--- config.mk ---
export PLATFORM = sky130hd
export DESIGN_NAME = spi_eng
export DESIGN_NICKNAME = d
export VERILOG_FILES = /design/src/rtl/spi_eng_pkg.sv /design/src/rtl/spi_eng_regs.sv /design/src/rtl/spi_eng_shift.sv /design/src/rtl/spi_eng_pad.sv /design/src/rtl/spi_eng.sv
export SDC_FILE = /design/constraint.sdc
export NUM_CORES = 1
export LEC_CHECK = 0
export ABC_AREA = 1
export CAP_MARGIN = 10
export CORE_UTILIZATION = 52
export DETAILED_ROUTE_END_ITERATION = 10
export PLACE_DENSITY = 0.77
export SETUP_SLACK_MARGIN = 0.05
export SYNTH_ARGS = -nofsm -noshare
export SYNTH_HDL_FRONTEND = slang
export SYNTH_HIERARCHICAL = 1
export SYNTH_SLANG_ARGS = --single-unit
--- constraint.sdc ---
create_clock -name clk -period 1.6 [get_ports clk]
set_clock_uncertainty 0.15 [all_clocks]
set_input_delay 0.32 -clock clk [delete_from_list [all_inputs] [get_ports clk]]
set_output_delay 0.32 -clock clk [all_outputs]
set_load 0.01 [all_outputs]
--- src/rtl/spi_eng_pkg.sv ---
package spi_eng_pkg;
   localparam int ADDR_W = 2;
   localparam logic [ADDR_W-1:0] A_RX   = 2'd0;
   localparam logic [ADDR_W-1:0] A_TX   = 2'd1;
   localparam logic [ADDR_W-1:0] A_STAT = 2'd2;
   localparam logic [ADDR_W-1:0] A_CTRL = 2'd3;

   typedef struct packed {
      logic       lsb_first;
      logic [1:0] hold_sel;
      logic       od_sdo;
      logic       od_sck;
   } cfg_t;

   typedef enum logic [1:0] {ST_IDLE, ST_SHIFT, ST_HOLD} st_t;
endpackage

--- src/rtl/spi_eng_regs.sv ---
module spi_eng_regs
   import spi_eng_pkg::*;
#(
   parameter int DATA_W = 8
) (
   input  logic                clk,
   input  logic                rst_n,
   input  logic                wr,
   input  logic                rd,
   input  logic [ADDR_W-1:0]   addr,
   input  logic [DATA_W-1:0]   wdata,
   output logic [DATA_W-1:0]   rdata,
   input  logic                rx_load,
   input  logic [DATA_W-1:0]   rx_byte,
   input  logic                tx_take,
   input  logic                xfer_done,
   output cfg_t                cfg,
   output logic                en,
   output logic                master,
   output logic                ie,
   output logic                done,
   output logic                full,
   output logic                tx_pend,
   output logic [DATA_W-1:0]   tx_byte
);
   logic [DATA_W-1:0] rx_q;
   logic [7:0]        stat_v, ctrl_v;
   logic              unused_bits;

   assign unused_bits = ^{wdata[4], wdata[1], wdata[6:3]};

   always_ff @(posedge clk or negedge rst_n) begin
      if (!rst_n) begin
         cfg     <= '0;
         en      <= 1'b0;
         master  <= 1'b0;
         ie      <= 1'b0;
         done    <= 1'b0;
         full    <= 1'b0;
         tx_pend <= 1'b0;
         tx_byte <= '0;
         rx_q    <= '0;
      end else begin
         if (tx_take) tx_pend <= 1'b0;
         if (rd && addr == A_RX) full <= 1'b0;
         if (wr) begin
            case (addr)
               A_TX: begin
                  tx_byte <= wdata;
                  tx_pend <= 1'b1;
               end
               A_STAT: begin
                  cfg.lsb_first <= wdata[7];
                  cfg.hold_sel  <= wdata[6:5];
                  cfg.od_sdo    <= wdata[3];
                  cfg.od_sck    <= wdata[2];
               end
               A_CTRL: begin
                  en     <= wdata[0];
                  master <= wdata[1];
                  ie     <= wdata[2];
                  if (!wdata[7]) done <= 1'b0;
               end
               default: ;
            endcase
         end
         if (xfer_done) done <= 1'b1;
         if (rx_load) begin
            rx_q <= rx_byte;
            full <= 1'b1;
         end
      end
   end

   assign stat_v = {cfg.lsb_first, cfg.hold_sel, 1'b0, cfg.od_sdo, cfg.od_sck, 1'b0, full};
   assign ctrl_v = {done, 4'b0, ie, master, en};

   always_comb begin
      case (addr)
         A_RX:    rdata = rx_q;
         A_TX:    rdata = tx_byte;
         A_STAT:  rdata = DATA_W'(stat_v);
         default: rdata = DATA_W'(ctrl_v);
      endcase
   end
endmodule

--- src/rtl/spi_eng_shift.sv ---
module spi_eng_shift
   import spi_eng_pkg::*;
#(
   parameter int DATA_W    = 8,
   parameter int SYNC_N    = 2,
   parameter int HOLD_UNIT = 8,
   parameter int HALF_DIV  = 4
) (
   input  logic              clk,
   input  logic              rst_n,
   input  logic              en,
   input  logic              master,
   input  logic              lsb_first,
   input  logic [1:0]        hold_sel,
   input  logic              tx_pend,
   input  logic [DATA_W-1:0] tx_byte,
   input  logic              sck_in,
   input  logic              sdi_in,
   output logic              tx_take,
   output logic              rx_load,
   output logic [DATA_W-1:0] rx_byte,
   output logic              xfer_done,
   output logic              sdo_bit,
   output logic              sck_gen,
   output logic              hold
);
   localparam int BCW = $clog2(DATA_W);
   localparam int HCW = $clog2(HOLD_UNIT * 4);
   localparam int DCW = $clog2(HALF_DIV + 1);

   st_t               st;
   logic [DATA_W-1:0] tsr, rsr;
   logic [BCW-1:0]    bitcnt;
   logic [HCW-1:0]    hcnt;
   logic [DCW-1:0]    div_cnt;
   logic              sck_s, sdi_s, sck_eff, sck_prev, rise, fall, last_bit;

   // input synchronisers, variant picked by depth
   if (SYNC_N == 1) begin : g_sync1
      always_ff @(posedge clk or negedge rst_n)
         if (!rst_n) {sck_s, sdi_s} <= '0;
         else        {sck_s, sdi_s} <= {sck_in, sdi_in};
   end else begin : g_syncn
      logic [SYNC_N-1:0] sck_p, sdi_p;
      always_ff @(posedge clk or negedge rst_n)
         if (!rst_n) begin
            sck_p <= '0;
            sdi_p <= '0;
         end else begin
            sck_p <= {sck_p[SYNC_N-2:0], sck_in};
            sdi_p <= {sdi_p[SYNC_N-2:0], sdi_in};
         end
      assign sck_s = sck_p[SYNC_N-1];
      assign sdi_s = sdi_p[SYNC_N-1];
   end

   assign sck_eff  = master ? sck_gen : sck_s;
   assign rise     = sck_eff & ~sck_prev;
   assign fall     = ~sck_eff & sck_prev;
   assign last_bit = (bitcnt == BCW'(DATA_W - 1));
   assign rx_byte  = lsb_first ? {sdi_s, rsr[DATA_W-1:1]} : {rsr[DATA_W-2:0], sdi_s};
   assign tx_take  = (st == ST_IDLE) && en && tx_pend;
   assign rx_load  = (st == ST_SHIFT) && en && rise && last_bit;
   assign xfer_done = (st == ST_HOLD) && (hcnt == '0);
   assign hold     = (st == ST_HOLD);
   assign sdo_bit  = (st == ST_IDLE) ? 1'b1 : (lsb_first ? tsr[0] : tsr[DATA_W-1]);

   always_ff @(posedge clk or negedge rst_n) begin
      if (!rst_n) begin
         st       <= ST_IDLE;
         tsr      <= '0;
         rsr      <= '0;
         bitcnt   <= '0;
         hcnt     <= '0;
         sck_prev <= 1'b0;
      end else begin
         sck_prev <= sck_eff;
         case (st)
            ST_IDLE: if (tx_take) begin
               tsr    <= tx_byte;
               bitcnt <= '0;
               st     <= ST_SHIFT;
            end
            ST_SHIFT: begin
               if (!en) st <= ST_IDLE;
               else if (rise) begin
                  rsr <= rx_byte;
                  if (last_bit) begin
                     st   <= ST_HOLD;
                     hcnt <= HCW'(HOLD_UNIT * (int'(hold_sel) + 1) - 1);
                  end else begin
                     bitcnt <= bitcnt + 1'b1;
                  end
               end else if (fall) begin
                  tsr <= lsb_first ? (tsr >> 1) : (tsr << 1);
               end
            end
            ST_HOLD: begin
               if (hcnt == '0) st <= ST_IDLE;
               else            hcnt <= hcnt - 1'b1;
            end
            default: st <= ST_IDLE;
         endcase
      end
   end

   // master-mode clock generator: runs while shifting, then finishes its high phase
   always_ff @(posedge clk or negedge rst_n) begin
      if (!rst_n) begin
         div_cnt <= '0;
         sck_gen <= 1'b0;
      end else if (en && master && (st == ST_SHIFT || sck_gen)) begin
         if (div_cnt == DCW'(HALF_DIV - 1)) begin
            div_cnt <= '0;
            sck_gen <= ~sck_gen;
         end else begin
            div_cnt <= div_cnt + 1'b1;
         end
      end else begin
         div_cnt <= '0;
         sck_gen <= 1'b0;
      end
   end
endmodule

--- src/rtl/spi_eng_pad.sv ---
module spi_eng_pad (
   input  logic active,
   input  logic val,
   input  logic od,
   output logic pad_o,
   output logic pad_oe
);
   always_comb begin
      if (od) begin
         pad_o  = 1'b0;
         pad_oe = active & ~val;
      end else begin
         pad_o  = val;
         pad_oe = active;
      end
   end
endmodule

--- src/rtl/spi_eng.sv ---
module spi_eng
   import spi_eng_pkg::*;
#(
   parameter int DATA_W    = 8,
   parameter int SYNC_N    = 2,
   parameter int HOLD_UNIT = 8,
   parameter int HALF_DIV  = 4
) (
   input  logic              clk,
   input  logic              rst_n,
   input  logic              bus_wr,
   input  logic              bus_rd,
   input  logic [1:0]        bus_addr,
   input  logic [7:0]        bus_wdata,
   output logic [7:0]        bus_rdata,
   input  logic              sck_i,
   output logic              sck_o,
   output logic              sck_oe,
   input  logic              sdi_i,
   output logic              sdo_o,
   output logic              sdo_oe,
   output logic              irq
);
   localparam int NPAD = 2;

   if (DATA_W != 8)    begin : g_bad_w    $error("DATA_W must be 8 for the byte bus"); end
   if (SYNC_N < 1)     begin : g_bad_sync $error("SYNC_N must be at least 1"); end
   if (HOLD_UNIT < 1)  begin : g_bad_hold $error("HOLD_UNIT must be at least 1"); end
   if (HALF_DIV < 2)   begin : g_bad_div  $error("HALF_DIV must be at least 2"); end

   cfg_t              cfg;
   logic              en, master, ie, done, full, tx_pend, tx_take, rx_load, xfer_done;
   logic              sdo_bit, sck_gen, hold, od_sdo, od_sck;
   logic [DATA_W-1:0] tx_byte, rx_byte;
   logic [NPAD-1:0]   p_act, p_val, p_od, p_o, p_oe;
   logic              unused_full;

   assign unused_full = full;

   spi_eng_regs #(.DATA_W(DATA_W)) u_regs (
      .clk(clk), .rst_n(rst_n), .wr(bus_wr), .rd(bus_rd), .addr(bus_addr),
      .wdata(bus_wdata), .rdata(bus_rdata), .rx_load(rx_load), .rx_byte(rx_byte),
      .tx_take(tx_take), .xfer_done(xfer_done), .cfg(cfg), .en(en), .master(master),
      .ie(ie), .done(done), .full(full), .tx_pend(tx_pend), .tx_byte(tx_byte)
   );

   spi_eng_shift #(.DATA_W(DATA_W), .SYNC_N(SYNC_N), .HOLD_UNIT(HOLD_UNIT),
                   .HALF_DIV(HALF_DIV)) u_shift (
      .clk(clk), .rst_n(rst_n), .en(en), .master(master),
      .lsb_first(cfg.lsb_first), .hold_sel(cfg.hold_sel), .tx_pend(tx_pend),
      .tx_byte(tx_byte), .sck_in(sck_i), .sdi_in(sdi_i), .tx_take(tx_take),
      .rx_load(rx_load), .rx_byte(rx_byte), .xfer_done(xfer_done),
      .sdo_bit(sdo_bit), .sck_gen(sck_gen), .hold(hold)
   );

   assign od_sdo = cfg.od_sdo;
   assign od_sck = cfg.od_sck;

   // pad 0 = serial data out, pad 1 = serial clock
   assign p_act = {en & master, en};
   assign p_val = {sck_gen, sdo_bit};
   assign p_od  = {od_sck, od_sdo};

   for (genvar g = 0; g < NPAD; g++) begin : g_pad
      spi_eng_pad u_pad (
         .active(p_act[g]), .val(p_val[g]), .od(p_od[g]),
         .pad_o(p_o[g]), .pad_oe(p_oe[g])
      );
   end

   assign sdo_o  = p_o[0];
   assign sdo_oe = p_oe[0];
   assign sck_o  = p_o[1];
   assign sck_oe = p_oe[1];
   assign irq    = done & ie;
endmodule

==> reports/metrics.yaml, run 1 <==
worstMarginPinSlew_ns: 0.332
clock-sinks: 62
core-area_um2: 6030
io_pins: 29
yosys.area.top_type: "dfrtp_1"
maxSlewViolCount: 0
clkLatencyLatePin_ns: 0.35
drive_gt1_frac: 0.359
async_reset_ff_frac: 1.00
place_worst_setup_slack_ns: -0.753
synth_edf_count: 0
setup_violations: 28
grt_max_degree: 63
antenna_found_initial: 0
dp_hpwl_mm: 5.70
finalHoldViolCount: 0
crit_start: "u_shift/st[0]$_DFFE_PN0P_"
vias: 3209
final_antenna_net_count: 0
viasPerCell: 5.46
p_per_area_nw_per_um2: 1110
cp-start-kind: "flip-flop"
use_met3: 0.0633
cpPeakStageDelay_ns: 0.42
r2r_cells: 10
clockRootBuffer: "clkbuf_8"
grt_pass1_wl_mm: 14.6
path_max_fanout: 2
clk_pin_slew_ns: 0.07
cts_buffer_depth: 2
chipHeight_um: 81.6
syn_nets: 434
ff2ff_setup_slack_ns: -0.19
rsz0062_at_grt: "true"
port_buffers: 28
wirelength_mm: 9.57
min_period_over_period: 1.13
synthCells: 414
start_util: 0.547
ys_seq_area_frac: 0.471
synth_ff_type: "dfrtp_1"
die_w_um: 81.6
synthTopCellsByCount: "nand2_1 (183), dfrtp_1 (62), inv_1 (38)"
synth_area_leaders: "dfrtp_1 (47%), nand2_1 (21%), inv_1 (4.3%), nand3_1 (3.6%), o21ai_0 (3.3%)"
total_power_uw: 5110
outcome: "finished with violations"
period_needed_ns: 1.80
area_growth_pct: 39.5
criticalPathCategory: "reg -> out"
synth_top_area_share: 0.471
slew_headroom: 0.779
remaining_drc_errors: 0
crit_chain: "nor2_4 > a21oi_2 > o21ai_2 > a21oi_1 > buf_2"
grtUsageMet2: 0.542
arrival_ns: 1.33
fin_nets: 528
met1_usage: 0.353
drv_cap: 0
hold_class: "reg -> reg"
syn_area_um2: 3300
peakVddDrop_mv: 0.587
cts_buffers: 9
wl_per_cell_um: 16.3
ys_ff_latch: 62
track_usage: 0.302
grt_pass1_vias: 3178
gp_congestion: 0.907
max_freq_mhz: 555
ys_warn_count: 6
p_leak_uw: 0.00242
htreeDepth: 3
critPathCaptureType: "output pin"
min_path_cells: 0
syn_avg_cell_area_um2: 7.96
grt-ovfl-total: 0
dr.pass1.iters: 6
design.die.area_um2: 6660
grt.busiest_layer: "met2"
required_ns: 1.13
hp-start: "u_shift/g_syncn.sdi_p[0]$_DFF_PN0_"
antenna_cells: 0
yosysMostFrequentCell: "nand2_1"
rows: 28
crit_slowest_cell: "dfrtp_1"
drt_iter0_drc: 188
cts_tree: "built"
timing.rr.start: "u_regs/en$_DFFE_PN0P_"
fin_ws_ns: -0.202
synthDistinctLibCells: 34
violations: "setup timing"
-- sequential cells by signal, indices dropped and copies added (netlist names) --
name	cells
u_regs/ie	1
u_regs/rx_q	8
u_shift/bitcnt	3
u_regs/tx_pend	1
u_shift/hcnt	5
u_shift/tsr	8
u_regs/en	1
u_shift/rsr	8
u_shift/st	2
u_shift/g_syncn.sck_p	2
u_regs/master	1
u_shift/g_syncn.sdi_p	2
u_shift/sck_gen	1
u_shift/div_cnt	3
u_regs/full	1
u_shift/sck_prev	1
u_regs/cfg	5
u_regs/done	1
u_regs/tx_byte	8
-- per-layer routing --
layer	wire [um]	vias up	part of all wire
met5	0	-	0
met4	390	0	0.041
met3	489	37	0.051
met2	4960	117	0.52
met1	3730	1562	0.39
li1	-	1493	-
-- cell type report --
class	instances	area (um^2)
fillers	414	1430
well taps	75	93.8
clock buffers	12	145
repair inverters	1	6.26
clock inverters	4	22.5
multi-input cells	297	1730
flip-flops and latches	62	1550
inverters	46	200
repair buffers	91	846
-- kinds of logic (layout without fill, tap and decap cells) --
kind of cell	Yosys count	in the layout	share of synthesized area
AND/OR/NAND/NOR	250	252	0.350
flip-flops	62	62	0.471
buffers and inverters	57	154	0.0869
AO/OA/AOI/OAI	39	39	0.0718
adder cells (fa/ha/maj)	4	4	0.0152
XOR/XNOR	2	2	0.00532
-- final timing paths --
path                                                       to
min reg2reg                u_shift/g_syncn.sdi_p[1]$_DFF_PN0_
max reg2reg                        u_regs/rx_q[7]$_DFFE_PN0P_
max in group asynchronous           u_regs/cfg[1]$_DFFE_PN0P_
min in group asynchronous        u_shift/div_cnt[2]$_DFF_PN0_
min                        u_shift/g_syncn.sdi_p[1]$_DFF_PN0_
max                                                    sdo_oe
-- where the power goes --
| part | internal [uW] | total [uW] | leakage, uW | switching [uW] |
|---|---|---|---|---|
| clock | 597 | 1210 | 0.0000861 | 617 |
| combinational | 863 | 1930 | 0.00152 | 1070 |
| sequential | 1790 | 1960 | 0.000815 | 171 |
| total | 3250 | 5110 | 0.00242 | 1860 |
-- cells in the final DEF, fill, tap and decap left out, types with 2 or more instances in the layout --
cell type          n
a21oi_2            2
buf_12             4
buf_2             14
buf_4             36
buf_6             20
clkbuf_1           2
clkbuf_16          2
clkbuf_8          10
clkdlybuf4s50_1   12
clkinv_2           3
dfrtp_1           60
dfrtp_2            2
ha_1               3
inv_1             31
inv_2              8
inv_4              5
nand2_1          162
nand2_2           17
nand2_4           15
nand2_8            4
nand3_1           17
nand3_2            8
nand3b_1           2
nand4_1            6
nor2_1             8
nor2_2             2
nor2_4             6
nor2_8             3
o211ai_1           6
o21ai_0            4
o21ai_1           12
o21ai_2           12
o21ai_4            2
-- critical path, delay by kind of cell (launching register included) --
kind | cells | cell delay, ns
buffers and inverters | 1 | 0.15
AO/OA/AOI/OAI | 3 | 0.36
flip-flops | 1 | 0.42
AND/OR/NAND/NOR | 1 | 0.06
-- timing repair --
item                       CTS  global route
setup endpoints to repair   32            46
pin swaps                   19            18
hold endpoints to repair    62             0
gates resized for setup    116            63
cloned                       4             1
buffers inserted            13             5
hold buffers                 1             0
-- per-stage QoR --
stage	hold slack [ns]	utilization	cells	TNS (ns)	instance area, um^2
after floorplan	-0.126	-	414	0	3300
after global placement	0.181	0.653	548	-8.33	3930
after detailed placement	0.189	0.653	548	-9.37	3930
after CTS	0.207	0.724	582	-0.813	4360
after global routing	0.208	0.763	588	-3.88	4600
final	0.205	0.763	588	-2.55	4600
No activity file was read; power rests on OpenSTA's default activity.
==> inputs of run 2 (changes only) <==
--- a/config.mk
+++ b/config.mk
@@ -8,6 +8,7 @@
 export ABC_AREA = 1
 export CAP_MARGIN = 10
 export CORE_UTILIZATION = 52
+export CTS_BUF_LIST = sky130_fd_sc_hd__clkbuf_16
 export DETAILED_ROUTE_END_ITERATION = 10
 export PLACE_DENSITY = 0.77
 export SETUP_SLACK_MARGIN = 0.05
==> run 2 against run 1 <==
  * The flow still finishes with violations (setup timing)
  * Routed wire length grew 7.8%
  * Sequential power is essentially flat
  * Worst setup slack gained 0.057 ns
  * Sequential cell count is the same
  * Combinational power is essentially flat
  * Sequential share of layout area shrank 1.3 points
  * Final area grew 3.9%
  * Power grew 9.8%
  * Critical path depth grew 1
==> reports/metrics.yaml, run 2 (same netlist as run 1, synthesis figures left out) <==
outcome: "finished with violations"
violations: "setup timing"
path_max_fanout: 2
min_period_over_period: 1.09
p_leak_uw: 0.00255
cp-start-kind: "flip-flop"
gp_congestion: 0.907
drive_gt1_frac: 0.399
dp_hpwl_mm: 5.70
drt_iter0_drc: 226
viasPerCell: 5.54
grt-ovfl-total: 0
cts_tree: "built"
vias: 3299
finalHoldViolCount: 0
antenna_found_initial: 0
die_w_um: 81.6
arrival_ns: 1.28
fin_ws_ns: -0.145
final_antenna_net_count: 0
criticalPathCategory: "reg -> out"
worstMarginPinSlew_ns: 0.351
clock-sinks: 62
cts_buffer_depth: 2
period_needed_ns: 1.75
wl_per_cell_um: 17.3
chipHeight_um: 81.6
layout_commonest_cell: "nand2_1"
grt_pass1_wl_mm: 15.3
dr.pass1.iters: 5
wirelength_mm: 10.3
hold_class: "reg -> reg"
track_usage: 0.314
port_buffers: 28
hold_ws_ns: 0.201
io_pins: 29
rsz0062_at_grt: "true"
clk_pin_slew_ns: 0.05
critPathCaptureType: "output pin"
fin_nets: 536
rows: 28
maxSlewViolCount: 0
slew_headroom: 0.764
setup_violations: 29
core-area_um2: 6030
max_freq_mhz: 573
remaining_drc_errors: 0
htreeDepth: 3
start_util: 0.547
antenna_cells: 0
mostFrequentLayoutCells: "nand2_1 (146), dfrtp_1 (60), buf_4 (47), inv_1 (33), nand2_2 (31)"
drv_cap: 0
grt_pass1_vias: 3323
clkLatencyLatePin_ns: 0.32
peakVddDrop_mv: 0.842
design.die.area_um2: 6660
cts_buffers: 9
grt_max_degree: 63
area_growth_pct: 44.9
required_ns: 1.13
p_per_area_nw_per_um2: 1170
clockRootBuffer: "clkbuf_16"
place_worst_setup_slack_ns: -0.753
==> run 2: changes by cell type in the layout (fill, tap and decap cells not counted), moves of 3 or more <==
cell / previous run / this run
nand2_2: 17 / 31
clkbuf_8: 10 / 0
buf_4: 36 / 47
nand2_1: 162 / 146
clkbuf_16: 2 / 10
buf_6: 20 / 17
==> run 2: final cells by class <==
type                    count  area [um^2]
flip-flops and latches     62         1550
clock buffers               9          225
fillers                   382         1250
clock inverters             7         33.8
repair inverters            1         6.26
multi-input cells         297         1790
repair buffers             99          880
inverters                  46          198
well taps                  75         93.8
==> run 2: power by group <==
group | total [uW] | internal (uW) | leakage, uW | switching (uW)
Clock | 1690 | 1020 | 0.000135 | 674
Combinational | 1940 | 838 | 0.00160 | 1110
Sequential | 1970 | 1790 | 0.000815 | 172
==> run 2: path summary, 6_finish.rpt <==
kind	startpoint	to	slack [ns]	cells after the start
max	u_shift/st[0]$_DFFE_PN0P_	sdo_o	-0.15	6
min	u_shift/g_syncn.sdi_p[0]$_DFF_PN0_	u_shift/g_syncn.sdi_p[1]$_DFF_PN0_	0.20	0
max reg2reg	u_shift/st[1]$_DFFE_PN0P_	u_regs/rx_q[5]$_DFFE_PN0P_	-0.10	9
min reg2reg	u_shift/g_syncn.sdi_p[0]$_DFF_PN0_	u_shift/g_syncn.sdi_p[1]$_DFF_PN0_	0.20	0
max in group asynchronous	rst_n	u_regs/cfg[4]$_DFFE_PN0P_	0.63	3
min in group asynchronous	rst_n	u_shift/div_cnt[2]$_DFF_PN0_	0.38	3
==> run 2: metal layers <==
| metal | vias to the layer above | track usage | wire [um] | part of all wire |
|---|---|---|---|---|
| li1 | 1504 | - | - | - |
| met1 | 1621 | 0.369 | 3970 | 0.38 |
| met2 | 130 | 0.571 | 5520 | 0.53 |
| met3 | 44 | 0.0600 | 442 | 0.043 |
| met4 | 0 | 0.109 | 390 | 0.038 |
| met5 | - | 0 | 0 | 0 |
==> run 2: worst max-delay path, cell delays in order, from the launching register on <==
cell,delay [ns]
dfrtp_1,0.39
nor2_2,0.17
a21oi_2,0.06
o21ai_2,0.07
inv_1,0.06
nor2_1,0.08
buf_2,0.13
==> run 2: per-stage QoR <==
stage | setup TNS, ns | instances | power, uW | cell area [um^2] | utilization
finish | -1.94 | 596 | 5610 | 4780 | 0.793
global route | -3.74 | 596 | 5850 | 4780 | 0.793
CTS | -0.773 | 584 | 5160 | 4450 | 0.739
detailed placement | -9.37 | 548 | 3280 | 3930 | 0.653
global placement | -8.33 | 548 | 3230 | 3930 | 0.653
floorplan | 0 | 414 | 2710 | 3300 | -
==> run 2: timing repair <==
| item | 4_1_cts | 5_1_grt |
|---|---|---|
| endpoints found under the setup margin | 37 | 45 |
| hold buffers | 1 | 0 |
| resized for setup | 117 | 79 |
| buffers inserted | 16 | 12 |
| pin swaps | 24 | 28 |
| gates cloned | 3 | 2 |
| endpoints found under the hold margin | 62 | 0 |
